### src/rtl/rga_pkg.sv
package rga_pkg;
  typedef enum logic [1:0] {
    FN_OPEN   = 2'b00,
    FN_PROG   = 2'b01,
    FN_RONLY  = 2'b10,
    FN_LOCKED = 2'b11
  } fn_e;

  // nibble layout: [3] write password needed, [2] read password needed, [1:0] mode
  typedef struct packed {
    logic wr_pw;
    logic rd_pw;
    fn_e  fn;
  } code_t;

  typedef struct packed {
    logic grant;
    logic nak;
    logic standby;
  } verdict_t;
endpackage

### src/rtl/rga_ctrl_regs.sv
module rga_ctrl_regs #(
  parameter int NUM_REGIONS = 4,
  parameter int DATA_W      = 8,
  parameter int CODE_W      = 4,
  localparam int PER_WORD   = DATA_W / CODE_W,
  localparam int NUM_WORDS  = NUM_REGIONS / PER_WORD,
  localparam int SEL_W      = (NUM_WORDS > 1) ? $clog2(NUM_WORDS) : 1
) (
  input  logic                          clk,
  input  logic                          rst_n,
  input  logic                          cfg_we,
  input  logic [SEL_W-1:0]              cfg_sel,
  input  logic [DATA_W-1:0]             cfg_wdata,
  output logic [NUM_REGIONS*CODE_W-1:0] codes
);
  for (genvar g = 0; g < NUM_WORDS; g++) begin : g_word
    logic [DATA_W-1:0] word_q, word_d;
    logic              load_en;

    always_comb begin
      load_en = cfg_we && (cfg_sel == SEL_W'(g));
      word_d  = load_en ? cfg_wdata : word_q;
    end

    always_ff @(posedge clk or negedge rst_n) begin
      if (!rst_n) word_q <= '0;
      else        word_q <= word_d;
    end

    assign codes[g*DATA_W +: DATA_W] = word_q;
  end
endmodule

### src/rtl/rga_region_sel.sv
module rga_region_sel
  import rga_pkg::*;
#(
  parameter int ADDR_W      = 9,
  parameter int NUM_REGIONS = 4,
  parameter int CODE_W      = 4,
  localparam int IDX_W      = $clog2(NUM_REGIONS)
) (
  input  logic [ADDR_W-1:0]             addr,
  input  logic [NUM_REGIONS*CODE_W-1:0] codes,
  output code_t                         code
);
  logic [IDX_W-1:0] idx;

  always_comb begin
    idx  = addr[ADDR_W-1 -: IDX_W];
    code = code_t'(codes[idx*CODE_W +: CODE_W]);
  end
endmodule

### src/rtl/rga_policy.sv
module rga_policy
  import rga_pkg::*;
#(
  parameter int DATA_W = 8
) (
  input  code_t             code,
  input  logic              is_write,
  input  logic [DATA_W-1:0] new_byte,
  input  logic [DATA_W-1:0] old_byte,
  input  logic              rd_ok,
  input  logic              wr_ok,
  input  logic              cfg_ok,
  output verdict_t          verdict
);
  logic raises_bit;
  logic ok;
  logic stby;

  always_comb begin
    raises_bit = |(~old_byte & new_byte);
    ok   = 1'b0;
    stby = 1'b0;
    if (code.fn == FN_LOCKED) begin
      ok = cfg_ok;
    end else if (!is_write) begin
      ok = !code.rd_pw || rd_ok;
    end else if (code.wr_pw && !wr_ok) begin
      ok = 1'b0;
    end else begin
      unique case (code.fn)
        FN_OPEN:  ok = 1'b1;
        FN_RONLY: ok = 1'b0;
        FN_PROG: begin
          ok   = !raises_bit;
          stby = raises_bit;
        end
        default:  ok = 1'b0;
      endcase
    end
    verdict.grant   = ok;
    verdict.nak     = !ok;
    verdict.standby = stby;
  end
endmodule

### src/rtl/region_access_gate.sv
module region_access_gate
  import rga_pkg::*;
#(
  parameter int ADDR_W      = 9,
  parameter int DATA_W      = 8,
  parameter int NUM_REGIONS = 4,
  parameter int CODE_W      = 4,
  localparam int NUM_WORDS  = NUM_REGIONS / (DATA_W / CODE_W),
  localparam int SEL_W      = (NUM_WORDS > 1) ? $clog2(NUM_WORDS) : 1
) (
  input  logic              clk,
  input  logic              rst_n,
  input  logic              cfg_we,
  input  logic [SEL_W-1:0]  cfg_sel,
  input  logic [DATA_W-1:0] cfg_wdata,
  input  logic              req_valid,
  input  logic              req_write,
  input  logic [ADDR_W-1:0] req_addr,
  input  logic [DATA_W-1:0] req_wdata,
  input  logic [DATA_W-1:0] req_old,
  input  logic              rd_pw_ok,
  input  logic              wr_pw_ok,
  input  logic              cfg_pw_ok,
  output logic              dec_valid,
  output logic              dec_grant,
  output logic              dec_nak,
  output logic              dec_standby,
  output logic              mem_we,
  output logic              rd_data_valid
);
  logic [NUM_REGIONS*CODE_W-1:0] codes;
  code_t    cur_code;
  verdict_t verdict;

  rga_ctrl_regs #(
    .NUM_REGIONS(NUM_REGIONS), .DATA_W(DATA_W), .CODE_W(CODE_W)
  ) u_regs (
    .clk(clk), .rst_n(rst_n), .cfg_we(cfg_we), .cfg_sel(cfg_sel),
    .cfg_wdata(cfg_wdata), .codes(codes)
  );

  rga_region_sel #(
    .ADDR_W(ADDR_W), .NUM_REGIONS(NUM_REGIONS), .CODE_W(CODE_W)
  ) u_sel (
    .addr(req_addr), .codes(codes), .code(cur_code)
  );

  rga_policy #(.DATA_W(DATA_W)) u_policy (
    .code(cur_code), .is_write(req_write), .new_byte(req_wdata),
    .old_byte(req_old), .rd_ok(rd_pw_ok), .wr_ok(wr_pw_ok),
    .cfg_ok(cfg_pw_ok), .verdict(verdict)
  );

  logic valid_d, grant_d, nak_d, stby_d, we_d, rdv_d;

  always_comb begin
    valid_d = req_valid;
    grant_d = req_valid && verdict.grant;
    nak_d   = req_valid && verdict.nak;
    stby_d  = req_valid && verdict.standby;
    we_d    = grant_d && req_write;
    rdv_d   = grant_d && !req_write;
  end

  always_ff @(posedge clk or negedge rst_n) begin
    if (!rst_n) begin
      dec_valid     <= 1'b0;
      dec_grant     <= 1'b0;
      dec_nak       <= 1'b0;
      dec_standby   <= 1'b0;
      mem_we        <= 1'b0;
      rd_data_valid <= 1'b0;
    end else begin
      dec_valid     <= valid_d;
      dec_grant     <= grant_d;
      dec_nak       <= nak_d;
      dec_standby   <= stby_d;
      mem_we        <= we_d;
      rd_data_valid <= rdv_d;
    end
  end
endmodule

### config.mk
export PLATFORM = sky130hd
export DESIGN_NAME = region_access_gate
export DESIGN_NICKNAME = d
export VERILOG_FILES = /design/src/rtl/rga_pkg.sv /design/src/rtl/rga_ctrl_regs.sv /design/src/rtl/rga_region_sel.sv /design/src/rtl/rga_policy.sv /design/src/rtl/region_access_gate.sv
export SDC_FILE = /design/constraint.sdc
export NUM_CORES = 1
export LEC_CHECK = 0
export CAP_MARGIN = 15
export CORE_MARGIN = 4
export CORE_UTILIZATION = 40
export DETAILED_ROUTE_END_ITERATION = 12
export PLACE_DENSITY_LB_ADDON = 0.05
export SYNTH_ARGS = -nofsm -noshare
export SYNTH_HDL_FRONTEND = slang
export SYNTH_SLANG_ARGS = --single-unit
### constraint.sdc
create_clock -name clk -period 2.35 [get_ports clk]
set_input_delay 0.47 -clock clk [delete_from_list [all_inputs] [get_ports clk]]
set_output_delay 0.47 -clock clk [all_outputs]
set_load 0.01 [all_outputs]
# Yosys cells after proc, flatten, opt, wreduce, memory -nomap -nowiden
# Index checks and enable logic that the tools add are counted.
[op_classes] add_sub_neg=0 multipliers=0 div_mod_pow=0 n_lt_le_gt_ge=0 n_eq_ne=2 shifts=1 muxes=8 n_bitwise=3 reduce_logical=16
[op_table] operator="$shiftx A16 B5 Y4" count=1
[op_table] operator="$and A8 B8 Y8" count=1
[op_table] operator="$logic_and A1 B1 Y1" count=8
[op_table] operator="$not A8 Y8" count=1
[op_table] operator="$reduce_or A8 Y1" count=1
[op_table] operator="$mux W1" count=7
[op_table] operator="$logic_not A1 Y1" count=5
[op_table] operator="$eq A2 B1 Y1 const B" count=1
[op_table] operator="$eq A2 B2 Y1 const B" count=1
[op_table] operator="$logic_not A2 Y1" count=1
[op_table] operator="$pmux W1 S2" count=1
[op_table] operator="$logic_or A1 B1 Y1" count=1
[op_table] operator="$not A1 Y1" count=1
[totals] regBits=22 latchBits=0 ramBits=0 mem_bits_ro=0 in_bits=42 elab_cells=38 n_memories=0

# Depth between registers and ports, before layout
[logic_depth] ltp_word=10 depth_mapped=5

# Hierarchy
# A second synthesis with hierarchy kept.
[unflattened] cells_unflattened=77 hier_area_um2=1096.1
[modules_own_cells] module="rga_ctrl_regs" instances=1 cells_per_inst=35 area_per_inst_um2=641.9 seq_area_each_um2=400.4
[modules_own_cells] module="region_access_gate" instances=1 cells_per_inst=11 area_per_inst_um2=187.7 seq_area_each_um2=150.1
[modules_own_cells] module="rga_policy" instances=1 cells_per_inst=27 area_per_inst_um2=161.4 seq_area_each_um2=0.0
[modules_own_cells] module="rga_region_sel" instances=1 cells_per_inst=4 area_per_inst_um2=105.1 seq_area_each_um2=0.0

# Worst setup path after synthesis
# OpenSTA, ideal clock, no wires.
[synth_timing] path_kind="input port to flip-flop" startpoint="input req_addr[7]" endpoint="register rd_data_valid" setup_time_ns=0.095 t_arrival_ns=1.541 required_time_ns=2.255 path_slack_ns=0.714 path_stages=5 n_path_buf=0 cell_sequence="mux4_2 nor2b_4 nor3b_4 a21oi_2 nor4b_2"
[synth_between] elab_chain_len=8 elab_cells_between_ends=13 classes_between="2 x eq/ne; 1 x shift; 4 x mux; 6 x reduce/logical"
[synth_rtl] element="start: declaration" line_no="region_access_gate.sv:18" rtl="input logic [ADDR_W-1:0] req_addr,"
[synth_rtl] element="$shiftx A16 B5 Y4 *" line_no="rga_region_sel.sv:17" rtl="code = code_t'(codes[idx*CODE_W +: CODE_W]);"
[synth_rtl] element="$eq A2 B1 Y1 or $logic_not A2 Y1 (tied branches)" line_no="rga_policy.sv:30" rtl="unique case (code.fn)"
[synth_rtl] element="$pmux W1 S2" line_no="rga_policy.sv:30"
[synth_rtl] element="$mux W1" line_no="rga_policy.sv:27" rtl="end else if (code.wr_pw && !wr_ok) begin"
[synth_rtl] element="$mux W1" line_no="rga_policy.sv:25" rtl="end else if (!is_write) begin"
[synth_rtl] element="$mux W1 *" line_no="rga_policy.sv:23" rtl="if (code.fn == FN_LOCKED) begin"
[synth_rtl] element="$logic_and A1 B1 Y1 *" line_no="region_access_gate.sv:58" rtl="grant_d = req_valid && verdict.grant;"
[synth_rtl] element="$logic_and A1 B1 Y1 *" line_no="region_access_gate.sv:62" rtl="rdv_d = grant_d && !req_write;"
[synth_rtl] element="net rdv_d" line_no="region_access_gate.sv:54" rtl="logic valid_d, grant_d, nak_d, stby_d, we_d, rdv_d;"
[synth_rtl] element="end signal: assignment" line_no="region_access_gate.sv:79" rtl="rd_data_valid <= rdv_d;"
[synth_rtl] element="end: declaration" line_no="region_access_gate.sv:29" rtl="output logic rd_data_valid"
# Mark *: on every way through the listed nets, which the timed path passes. The rest lies on a longest branch.
# A chain may end at the register's enable or synchronous reset.

# Worst setup path after layout
# Same ends and word-level chain as after synthesis.

==> run metrics <==
I/O pin total 48; Peak VDD IR 0.3791 mV; Worst-Skew Late Latency 300 ps; clock buffer depth 2; via count 724; Syn Inst Count 72; Worst EP required 2560 ps; width of the die 58.74 um; RSZ-0062 raised after global routing no; sequential share of power 50.6%; Clock Tree Root clkbuf_4; initial antenna violation count 0; vias in the first global route 773; Yosys warnings 0; FILL cells 206; critical path class in2reg; Final Cycle Share 90.29%; CTS tree built; largest net degree at the start of global routing 23; Worst Clk Skew 4.034 ps; Yosys top cell by area dfrtp_1; relative slew slack 75.29%; clock share of power 22.9%; routability cong. 0.6435; critical path fanouts, max 4; DP Area 1479 um^2; vias per inst 4.925; clk slew on worst S/H paths 120 ps; Pint 673.7 uW; Num CTS Buffers 3; Post-synth top flop dfrtp_1; worst path arrival time 2340 ps; post-CTS setup buffers 0; initial drt markers 15; WL final 2.191 mm; type of the tightest min-delay check in2async; GR Util All Layers 13.65%; total of max-cap violations 0; NumNets Final 160; top cell type's share of synthesized area 53.46%; Initial Utilization 41.95%; area of the die 3450 um^2; f_max 0.4713 GHz; Resize count post-CTS 0; Final TNS setup 0 ps; IO buf count 40; Final Util 61.72%; post-layout min period 2122 ps; syn_area_per_cell 14.30 um^2; fin area 1515 um^2; first-pass GRT wire length 3.560 mm; Net Sw Frac 23.95%; CTS H-tree depth 1; Distinct cells, synth 20; Syn Std Cell Area 1030 um^2; cell row count 18; status finished, final reports clean; Synth area leaders dfrtp_1 (53%), mux2_2 (17%), mux4_2 (6.6%); drt wl/cell 14.90 um; number of diodes 0; Post-CTS Hold Buffers 0; top-count cell post-synth dfrtp_1; core area 2455 um^2; CP endpoint kind flip-flop; Syn Nets 114; asr flop ratio synth 100.0%; pwr dens 584.6 nW/um^2; post-route DRC violation count 0; Overflow after GRT 0; synthesized flop and latch total 22; Reg2Reg Depth 5; TritonCTS Sinks 22; fin cells 147; most instantiated cells after synthesis dfrtp_1 (22), mux2_2 (16), inv_1 (9), o22ai_1 (4); Post-synth EDFFs 0; Final Setup Violations 0; Leak Pwr 0.6499 nW; Final Hold Viols 0; Psw 212.2 uW; dpl cells 143; Initial DRT Pass Iterations 4; Comb pwr share 26.4%; die height 58.74 um; share of cells above drive strength 1 25.64%; Final ANT Viol Nets 0; Post-DP HPWL 1.732 mm; sequential area share after synthesis 53.46%; Slew @ Worst Pin 369.8 ps; pins over their slew limit 0; critical path launch point type input pin; Layout area overhead 47.14%
kinds of logic after synthesis:
group / after synthesis / synth area share [%]
flip-flops: 22 / 53.46
AND/OR/NAND/NOR: 12 / 9.112
AO/OA/AOI/OAI: 8 / 7.169
buffers and inverters: 10 / 3.645
multiplexers: 20 / 26.61
path summary, 6_finish.rpt:
kind	start	to	slack, ps
max	req_addr[7]	rd_data_valid	230
min in group clk	u_regs.g_word[0].word_q[4]	u_regs.g_word[0].word_q[4]	520
min reg2reg	u_regs.g_word[0].word_q[4]	u_regs.g_word[0].word_q[4]	520
max reg2reg	u_regs.g_word[1].word_q[7]	rd_data_valid	730
min	rst_n	u_regs.g_word[0].word_q[2]	510
max in group asynchronous	rst_n	u_regs.g_word[0].word_q[3]	1620
cell type report:
class	count	area [um^2]	area share [%]
sequential	22	550.5	36.33
tap	30	37.54	2.477
clock buffer	4	36.28	2.395
multi-input combinational	40	441.7	29.15
inverter	9	33.78	2.230
timing repair buffer	42	415.4	27.42
metal layers:
layer,part of all wire [%],wire [um],vias to the layer above,track usage (%)
li1,-,-,345,-
met1,41,899,351,16.41
met2,50,1100,26,24.29
met3,8.1,178,2,3.728
met4,0.55,12,0,2.913
met5,0,0,-,0
placed cells by master, fill, tap and decap left out, drive strengths merged:
| cell type | n |
|---|---|
| nand2 | 3 |
| a21oi | 1 |
| o41ai | 1 |
| nor3b | 2 |
| nor4b | 1 |
| dfrtp | 22 |
| and3 | 1 |
| nor2b | 3 |
| clkdlybuf4s50 | 40 |
| inv | 9 |
| nor3 | 1 |
| mux2 | 16 |
| mux4 | 4 |
| clkbuf | 4 |
| o21ai | 1 |
| o21a | 1 |
| o22ai | 4 |
| buf | 2 |
| nor2 | 1 |
power by group through the flow:
| stage | Combinational (mW) | Clock [mW] | Sequential [mW] |
|---|---|---|---|
| floorplan | 0.121 | 0 | 0.457 |
| global placement | 0.230 | 0 | 0.456 |
| detailed placement | 0.237 | 0 | 0.458 |
| CTS | 0.238 | 0.209 | 0.450 |
| global route | 0.253 | 0.227 | 0.455 |
| finish | 0.234 | 0.203 | 0.449 |
stage by stage:
stage | hold slack (ps) | worst slack (ps) | power (mW)
5_1_grt | 523.4 | 139.9 | 0.9356
4_1_cts | 509.0 | 212.3 | 0.8968
6_report | 508.6 | 228.3 | 0.8858
2_1_floorplan | 174.4 | 713.9 | 0.5774
3_3_place_gp | 481.5 | -47.50 | 0.6859
3_5_place_dp | 488.1 | -107.7 | 0.6948
critical path, cell delays in order:
cell,delay [ps]
clkdlybuf4s50_1,640
mux4_2,540
nor2b_4,150
nor3b_4,190
a21oi_2,110
nor4b_2,230
sequential cells by signal (all words and copies together), names as in the netlist:
name / count
dec_valid: 1
u_regs.g_word.word_q: 16
dec_grant: 1
rd_data_valid: 1
dec_nak: 1
mem_we: 1
dec_standby: 1
No activity file was read; power rests on OpenSTA's default activity.
